### src/rtl/walk2_pkg.sv
`timescale 1ns/1ps
package walk2_pkg;
  typedef enum logic [2:0] {
    ST_IDLE    = 3'd0,
    ST_L1_ISS  = 3'd1,
    ST_L1_WAIT = 3'd2,
    ST_L2_ISS  = 3'd3,
    ST_L2_WAIT = 3'd4,
    ST_DONE    = 3'd5
  } walk_st_e;
endpackage

### src/rtl/walk2_rst_sync.sv
`timescale 1ns/1ps
module walk2_rst_sync #(
  parameter int STAGES = 2
) (
  input  logic clk,
  input  logic rst_n,
  output logic rst_sync_n
);
  logic [STAGES-1:0] sync_q;
  logic [STAGES-1:0] sync_d;

  always_comb sync_d = {sync_q[STAGES-2:0], 1'b1};

  always_ff @(posedge clk or negedge rst_n) begin
    if (!rst_n) sync_q <= '0;
    else        sync_q <= sync_d;
  end

  assign rst_sync_n = sync_q[STAGES-1];
endmodule

### src/rtl/walk2_ctrl.sv
`timescale 1ns/1ps
module walk2_ctrl
  import walk2_pkg::*;
(
  input  logic clk,
  input  logic rst_n,
  input  logic req_valid,
  input  logic rsp_ready,
  input  logic mem_rvalid,
  input  logic ent_present,
  output logic req_ready,
  output logic mem_req,
  output logic rsp_valid,
  output logic use_l2,
  output logic cap_req,
  output logic cap_l1,
  output logic cap_done,
  output logic done_fault
);
  walk_st_e state_q, state_d;

  always_comb begin
    state_d    = state_q;
    cap_req    = 1'b0;
    cap_l1     = 1'b0;
    cap_done   = 1'b0;
    done_fault = 1'b0;
    case (state_q)
      ST_IDLE: if (req_valid) begin
        cap_req = 1'b1;
        state_d = ST_L1_ISS;
      end
      ST_L1_ISS: state_d = ST_L1_WAIT;
      ST_L1_WAIT: if (mem_rvalid) begin
        if (ent_present) begin
          cap_l1  = 1'b1;
          state_d = ST_L2_ISS;
        end else begin
          cap_done   = 1'b1;
          done_fault = 1'b1;
          state_d    = ST_DONE;
        end
      end
      ST_L2_ISS: state_d = ST_L2_WAIT;
      ST_L2_WAIT: if (mem_rvalid) begin
        cap_done   = 1'b1;
        done_fault = !ent_present;
        state_d    = ST_DONE;
      end
      ST_DONE: if (rsp_ready) state_d = ST_IDLE;
      default: state_d = ST_IDLE;
    endcase
  end

  always_ff @(posedge clk or negedge rst_n) begin
    if (!rst_n) state_q <= ST_IDLE;
    else        state_q <= state_d;
  end

  assign req_ready = (state_q == ST_IDLE);
  assign mem_req   = (state_q == ST_L1_ISS) || (state_q == ST_L2_ISS);
  assign use_l2    = (state_q == ST_L2_ISS);
  assign rsp_valid = (state_q == ST_DONE);


  mem_pulse_chk: assert property (@(posedge clk) disable iff (!rst_n)
    mem_req |=> !mem_req);


  busy_after_accept_chk: assert property (@(posedge clk) disable iff (!rst_n)
    (req_valid && req_ready) |=> !req_ready);


  idle_after_rsp_chk: assert property (@(posedge clk) disable iff (!rst_n)
    (rsp_valid && rsp_ready) |=> req_ready);


  no_read_when_idle_chk: assert property (@(posedge clk) disable iff (!rst_n)
    mem_req |-> (!req_ready && !rsp_valid));
endmodule

### src/rtl/walk2_path.sv
`timescale 1ns/1ps
module walk2_path #(
  parameter int VA_W  = 32,
  parameter int OFF_W = 12,
  parameter int IDX_W = 10,
  parameter int PA_W  = 26,
  parameter int ENT_W = 32,
  parameter int PPN_W = PA_W - OFF_W
) (
  input  logic             clk,
  input  logic             rst_n,
  input  logic [VA_W-1:0]  req_vaddr,
  input  logic [PPN_W-1:0] root_ppn,
  input  logic [ENT_W-1:0] mem_rdata,
  input  logic             cap_req,
  input  logic             cap_l1,
  input  logic             cap_done,
  input  logic             done_fault,
  input  logic             use_l2,
  input  logic             rsp_valid,
  output logic [PA_W-1:0]  mem_addr,
  output logic             ent_present,
  output logic [PA_W-1:0]  rsp_paddr,
  output logic             rsp_fault
);
  localparam int ENT_BYTES_LG = OFF_W - IDX_W;
  localparam int HI_IDX_LSB   = VA_W - IDX_W;
  localparam int LO_IDX_LSB   = VA_W - 2 * IDX_W;

  logic [VA_W-1:0]  va_q, va_d;
  logic [PPN_W-1:0] root_q, root_d;
  logic [PPN_W-1:0] tbl_q, tbl_d;
  logic [PA_W-1:0]  pa_q, pa_d;
  logic             flt_q, flt_d;

  logic [IDX_W-1:0] idx_hi, idx_lo;
  logic [PPN_W-1:0] ent_frame;
  logic             unused_ent_bits;

  assign idx_hi      = va_q[HI_IDX_LSB +: IDX_W];
  assign idx_lo      = va_q[LO_IDX_LSB +: IDX_W];
  assign ent_frame   = mem_rdata[OFF_W +: PPN_W];
  assign ent_present = mem_rdata[0];
  assign unused_ent_bits = ^{mem_rdata[ENT_W-1:OFF_W+PPN_W], mem_rdata[OFF_W-1:1]};

  always_comb begin
    va_d   = cap_req  ? req_vaddr : va_q;
    root_d = cap_req  ? root_ppn  : root_q;
    tbl_d  = cap_l1   ? ent_frame : tbl_q;
    pa_d   = pa_q;
    flt_d  = flt_q;
    if (cap_done) begin
      flt_d = done_fault;
      pa_d  = done_fault ? '0 : {ent_frame, va_q[OFF_W-1:0]};
    end
  end

  always_ff @(posedge clk or negedge rst_n) begin
    if (!rst_n) begin
      va_q   <= '0;
      root_q <= '0;
      tbl_q  <= '0;
      pa_q   <= '0;
      flt_q  <= 1'b0;
    end else begin
      va_q   <= va_d;
      root_q <= root_d;
      tbl_q  <= tbl_d;
      pa_q   <= pa_d;
      flt_q  <= flt_d;
    end
  end

  // Table base frame and entry index for the level being read.
  always_comb begin
    if (use_l2) mem_addr = {tbl_q,  idx_lo, {ENT_BYTES_LG{1'b0}}};
    else        mem_addr = {root_q, idx_hi, {ENT_BYTES_LG{1'b0}}};
  end

  assign rsp_paddr = pa_q;
  assign rsp_fault = flt_q;



  fault_zero_addr_chk: assert property (@(posedge clk) disable iff (!rst_n)
    (rsp_valid && rsp_fault) |-> (rsp_paddr == '0));


  offset_pass_chk: assert property (@(posedge clk) disable iff (!rst_n)
    (rsp_valid && !rsp_fault) |-> (rsp_paddr[OFF_W-1:0] == va_q[OFF_W-1:0]));
endmodule

### src/rtl/walk2_top.sv
`timescale 1ns/1ps
module walk2_top #(
  parameter int VA_W  = 32,
  parameter int OFF_W = 12,
  parameter int IDX_W = 10,
  parameter int PA_W  = 26,
  parameter int ENT_W = 32,
  localparam int PPN_W = PA_W - OFF_W
) (
  input  logic             clk,
  input  logic             rst_n,
  input  logic [PPN_W-1:0] root_ppn,
  input  logic             req_valid,
  output logic             req_ready,
  input  logic [VA_W-1:0]  req_vaddr,
  output logic             mem_req,
  output logic [PA_W-1:0]  mem_addr,
  input  logic             mem_rvalid,
  input  logic [ENT_W-1:0] mem_rdata,
  output logic             rsp_valid,
  input  logic             rsp_ready,
  output logic [PA_W-1:0]  rsp_paddr,
  output logic             rsp_fault
);
  logic rst_sync_n;
  logic use_l2, cap_req, cap_l1, cap_done, done_fault, ent_present;

  walk2_rst_sync #(.STAGES(2)) u_rst (
    .clk        (clk),
    .rst_n      (rst_n),
    .rst_sync_n (rst_sync_n)
  );

  walk2_ctrl u_ctrl (
    .clk         (clk),
    .rst_n       (rst_sync_n),
    .req_valid   (req_valid),
    .rsp_ready   (rsp_ready),
    .mem_rvalid  (mem_rvalid),
    .ent_present (ent_present),
    .req_ready   (req_ready),
    .mem_req     (mem_req),
    .rsp_valid   (rsp_valid),
    .use_l2      (use_l2),
    .cap_req     (cap_req),
    .cap_l1      (cap_l1),
    .cap_done    (cap_done),
    .done_fault  (done_fault)
  );

  walk2_path #(
    .VA_W (VA_W), .OFF_W(OFF_W), .IDX_W(IDX_W),
    .PA_W (PA_W), .ENT_W(ENT_W), .PPN_W(PPN_W)
  ) u_path (
    .clk         (clk),
    .rst_n       (rst_sync_n),
    .req_vaddr   (req_vaddr),
    .root_ppn    (root_ppn),
    .mem_rdata   (mem_rdata),
    .cap_req     (cap_req),
    .cap_l1      (cap_l1),
    .cap_done    (cap_done),
    .done_fault  (done_fault),
    .use_l2      (use_l2),
    .rsp_valid   (rsp_valid),
    .mem_addr    (mem_addr),
    .ent_present (ent_present),
    .rsp_paddr   (rsp_paddr),
    .rsp_fault   (rsp_fault)
  );


  rsp_hold_chk: assert property (@(posedge clk) disable iff (!rst_sync_n)
    (rsp_valid && !rsp_ready) |=> (rsp_valid && $stable(rsp_paddr) && $stable(rsp_fault)));
endmodule

### config.mk
export PLATFORM = sky130hd
export DESIGN_NAME = walk2_top
export DESIGN_NICKNAME = d
export VERILOG_FILES = /design/src/rtl/walk2_pkg.sv /design/src/rtl/walk2_rst_sync.sv /design/src/rtl/walk2_ctrl.sv /design/src/rtl/walk2_path.sv /design/src/rtl/walk2_top.sv
export SDC_FILE = /design/constraint.sdc
export NUM_CORES = 1
export LEC_CHECK = 0
export ABC_AREA = 0
export ABC_CLOCK_PERIOD_IN_PS = 3770
export CAP_MARGIN = 30
export CORE_AREA = 2 2 118 86
export DETAILED_ROUTE_END_ITERATION = 6
export DIE_AREA = 0 0 120 88
export PLACE_DENSITY = 0.74
export RECOVER_POWER = 50
export SLEW_MARGIN = 5
export SYNTH_ARGS = -nofsm -noshare
export SYNTH_HDL_FRONTEND = slang
export SYNTH_SLANG_ARGS = --single-unit
export TNS_END_PERCENT = 30
### constraint.sdc
create_clock -name clk -period 3.77 [get_ports clk]
set_clock_uncertainty 0.2 [all_clocks]
set_input_delay 0.754 -clock clk [delete_from_list [all_inputs] [get_ports clk]]
set_output_delay 0.754 -clock clk [all_outputs]
set_load 0.01 [all_outputs]
==> flow_metrics.py <==
metrics = {
    "timing": {
        "maxSlewHeadroom_pct": -7.22,
        "whs_ns": 0.149,
        "fin_crit_ns": 3.39,
        "setup_viol": 0,
        "tightest_slew_ns": 1.59,
        "fin_setup_tns_ns": 0,
        "fin_crit_sh_pct": 90.0,
        "timing.fmax_mhz": 295,
        "rsz0062_at_grt": "false",
        "finalHoldViolCount": 0,
        "final_max_slew_viol_count": 54,
    },
    "clock_tree": {
        "cts_buffers": 9,
        "clock_sinks": 92,
        "htreeDepth": 3,
        "insertion_delay_ns": 0.34,
        "cts_hold_buf": 0,
        "ctsLongestPathBuffers": 2,
        "cts_resized": 0,
        "root_buffer": "clkbuf_16",
        "cts_tree": "done",
        "post_cts_buffers": 0,
        "clk_pin_slew_ns": 0.06,
    },
    "finish": {
        "fillers": 766,
        "mostFrequentLayoutCell": "clkdlybuf4s50_1",
        "final_layout_size_suffix_gt1_share_pct": 20.9,
        "diodes": 0,
        "layout_common_cells": "clkdlybuf4s50_1, dfrtp_1, mux2_2",
        "syn_to_final_growth_pct": 39.5,
        "final_core_util_pct": 57.1,
        "fin_nets": 452,
    },
    "pwr": {
        "powerDensity_nw_per_um2": 803,
        "power_mw": 4.32,
        "leakagePower_nw": 2.31,
        "ir_drop_v": 0.000335,
    },
    "logic_synthesis": {
        "synth.distinct_cells": 26,
        "netlist_area_um2": 3860,
        "syn_inst": 249,
        "yosysWarnings": 0,
        "synth_seq_area_share_pct": 59.6,
        "syn-mean-instance-area_um2": 15.5,
        "ys_ff_latch": 92,
    },
    "global_route": {
        "antenna_found_initial": 0,
        "track_usage_pct": 17.1,
        "grt_pass1_wl_um": 13700,
        "grt_pass1_vias": 2656,
        "grt_max_degree": 48,
        "grt_overflow": 0,
    },
    "floorplan": {
        "die_h_um": 88,
        "die_w_um": 120,
        "io_pins": 139,
        "row_count": 30,
        "core-area_um2": 9420,
        "die_area_um2": 10600,
        "start_util_pct": 41.0,
    },
    "setup_path": {
        "path_cells": "nand3b_4 -> mux2_1 -> clkdlybuf4s50_1",
        "r2r-start": "u_ctrl.state_q[1]$_DFFE_PN0P_",
        "required_ns": 2.82,
        "r2r_setup_slack_ns": 0.87,
        "path_class": "reg -> out",
        "slowest_delay_ns": 0.70,
        "worstReg2RegEnd": "u_path.rsp_paddr[17]$_DFFE_PN0P_",
        "cp.arrival_ns": 2.44,
        "reg2reg_depth": 4,
        "crit_fanout": 24,
        "cp_slowest_cell": "dfrtp_1",
        "cp-end-kind": "primary output",
        "start_kind": "flop",
    },
    "worst_hold_path": {
        "holdCritPathClass": "reg -> reg",
        "whs_endpoint": "u_rst.sync_q[1]$_DFF_PN0_",
        "min_from": "u_rst.sync_q[0]$_DFF_PN0_",
        "whs_path_depth": 0,
    },
    "placed_design": {
        "hpwl_um": 5860,
        "port_buffers": 119,
        "gp_congestion": 0.703,
    },
    "detailed_routing": {
        "vias": 2492,
        "routedWlPerCell_um": 16.6,
        "vias_per_cell": 4.96,
        "first_pass_iters": 4,
        "ant_nets": 0,
        "drt_wl_total_um": 8320,
        "drt_iter0_markers": 134,
        "drc": 0,
    },
    "status": {
        "status": "complete, but fails checks",
        "violations": "capacitance limit, slew limit",
    },
    "job": {
        "cap_violations": 2,
    },
}
==> routing by layer <==
metal | part of all wire [%] | track usage (%) | vias up
li1 | - | - | 1148
met1 | 46 | 22.5 | 1256
met2 | 46 | 26.1 | 75
met3 | 7.3 | 6.71 | 13
met4 | 1.4 | 5.78 | 0
met5 | 0 | 0 | -
==> cells by family after synthesis <==
group,count (synthesis),synth area share [%]
multiplexers,84,24.5
buffers and inverters,20,4.12
AND/OR/NAND/NOR,16,3.92
XOR/XNOR,1,0.227
AO/OA/AOI/OAI,34,7.39
other,2,0.195
flip-flops,92,59.6
==> where the power goes <==
| group | internal, mW | leakage, nW | switching [mW] |
|---|---|---|---|
| clock | 0.513 | 0.133 | 0.358 |
| sequential | 1.45 | 1.13 | 0.285 |
| combinational | 1.09 | 1.04 | 0.627 |
| total | 3.05 | 2.31 | 1.27 |
==> critical path, delay by kind of cell, from the launching register on <==
family	cells	cell delay, ns
buf+inv	1	0.48
flops	1	0.70
mux	1	0.45
simple gates	1	0.46
==> stage by stage <==
stage / worst slack (ns) / cells / cell area, um2
floorplan: 0.818 / 250 / 3860
global placement: 0.718 / 485 / 5110
detailed placement: 0.712 / 486 / 5130
CTS: 0.338 / 502 / 5420
global route: 0.225 / 502 / 5380
finish: 0.376 / 502 / 5380
==> synth_stat cells <==
cell type / instances / area [um2]
a211o_1: 1 / 8.76
a21bo_2: 1 / 10.0
a21oi_1: 2 / 10.0
a221o_1: 1 / 10.0
a22o_1: 26 / 228
and3_1: 1 / 6.26
buf_2: 4 / 20.0
buf_4: 5 / 37.5
buf_6: 8 / 90.1
conb_1: 2 / 7.51
dfrtp_1: 92 / 2300
inv_1: 3 / 11.3
mux2_1: 30 / 338
mux2_2: 54 / 608
nand2_1: 5 / 18.8
nand2b_2: 1 / 8.76
nand3b_4: 1 / 20.0
nor2b_1: 2 / 12.5
nor2b_2: 1 / 8.76
nor3_1: 1 / 5.00
nor3_4: 1 / 16.3
nor3b_1: 1 / 7.51
nor4b_4: 2 / 47.6
o21ai_0: 2 / 10.0
o21ai_2: 1 / 8.76
xor2_1: 1 / 8.76
==> flip-flops by register name, indices dropped and copies added (netlist names) <==
name / flops
u_path.root_q: 14
u_rst.sync_q: 2
u_path.tbl_q: 14
u_ctrl.state_q: 3
u_path.va_q: 32
u_path.rsp_paddr: 26
u_path.rsp_fault: 1
==> how the worst max path moves through the flow <==
stage	startpoint	to	slack, ns	cells past startpoint
2_1_floorplan	u_rst.sync_q[1]$_DFF_PN0_	u_ctrl.state_q[0]$_DFFE_PN0P_	0.82	0
3_3_place_gp	u_ctrl.state_q[0]$_DFFE_PN0P_	mem_addr[12]	0.72	3
3_5_place_dp	u_ctrl.state_q[0]$_DFFE_PN0P_	mem_addr[12]	0.71	3
4_1_cts	u_ctrl.state_q[0]$_DFFE_PN0P_	mem_addr[12]	0.34	3
5_1_grt	u_ctrl.state_q[0]$_DFFE_PN0P_	mem_addr[12]	0.23	3
6_report	u_ctrl.state_q[0]$_DFFE_PN0P_	mem_addr[12]	0.38	3
==> area by class of cell <==
cell class | instances | area, um2 | share of cell area (%)
clock inverter | 4 | 50.0 | 0.930
inverter | 3 | 11.3 | 0.209
timing repair buffer | 125 | 1230 | 22.8
sequential | 92 | 2300 | 42.8
multi-input combinational | 138 | 1400 | 25.9
tap | 128 | 160 | 2.97
clock buffer | 12 | 236 | 4.39
Note: power is estimated with default switching activity, not from simulation.
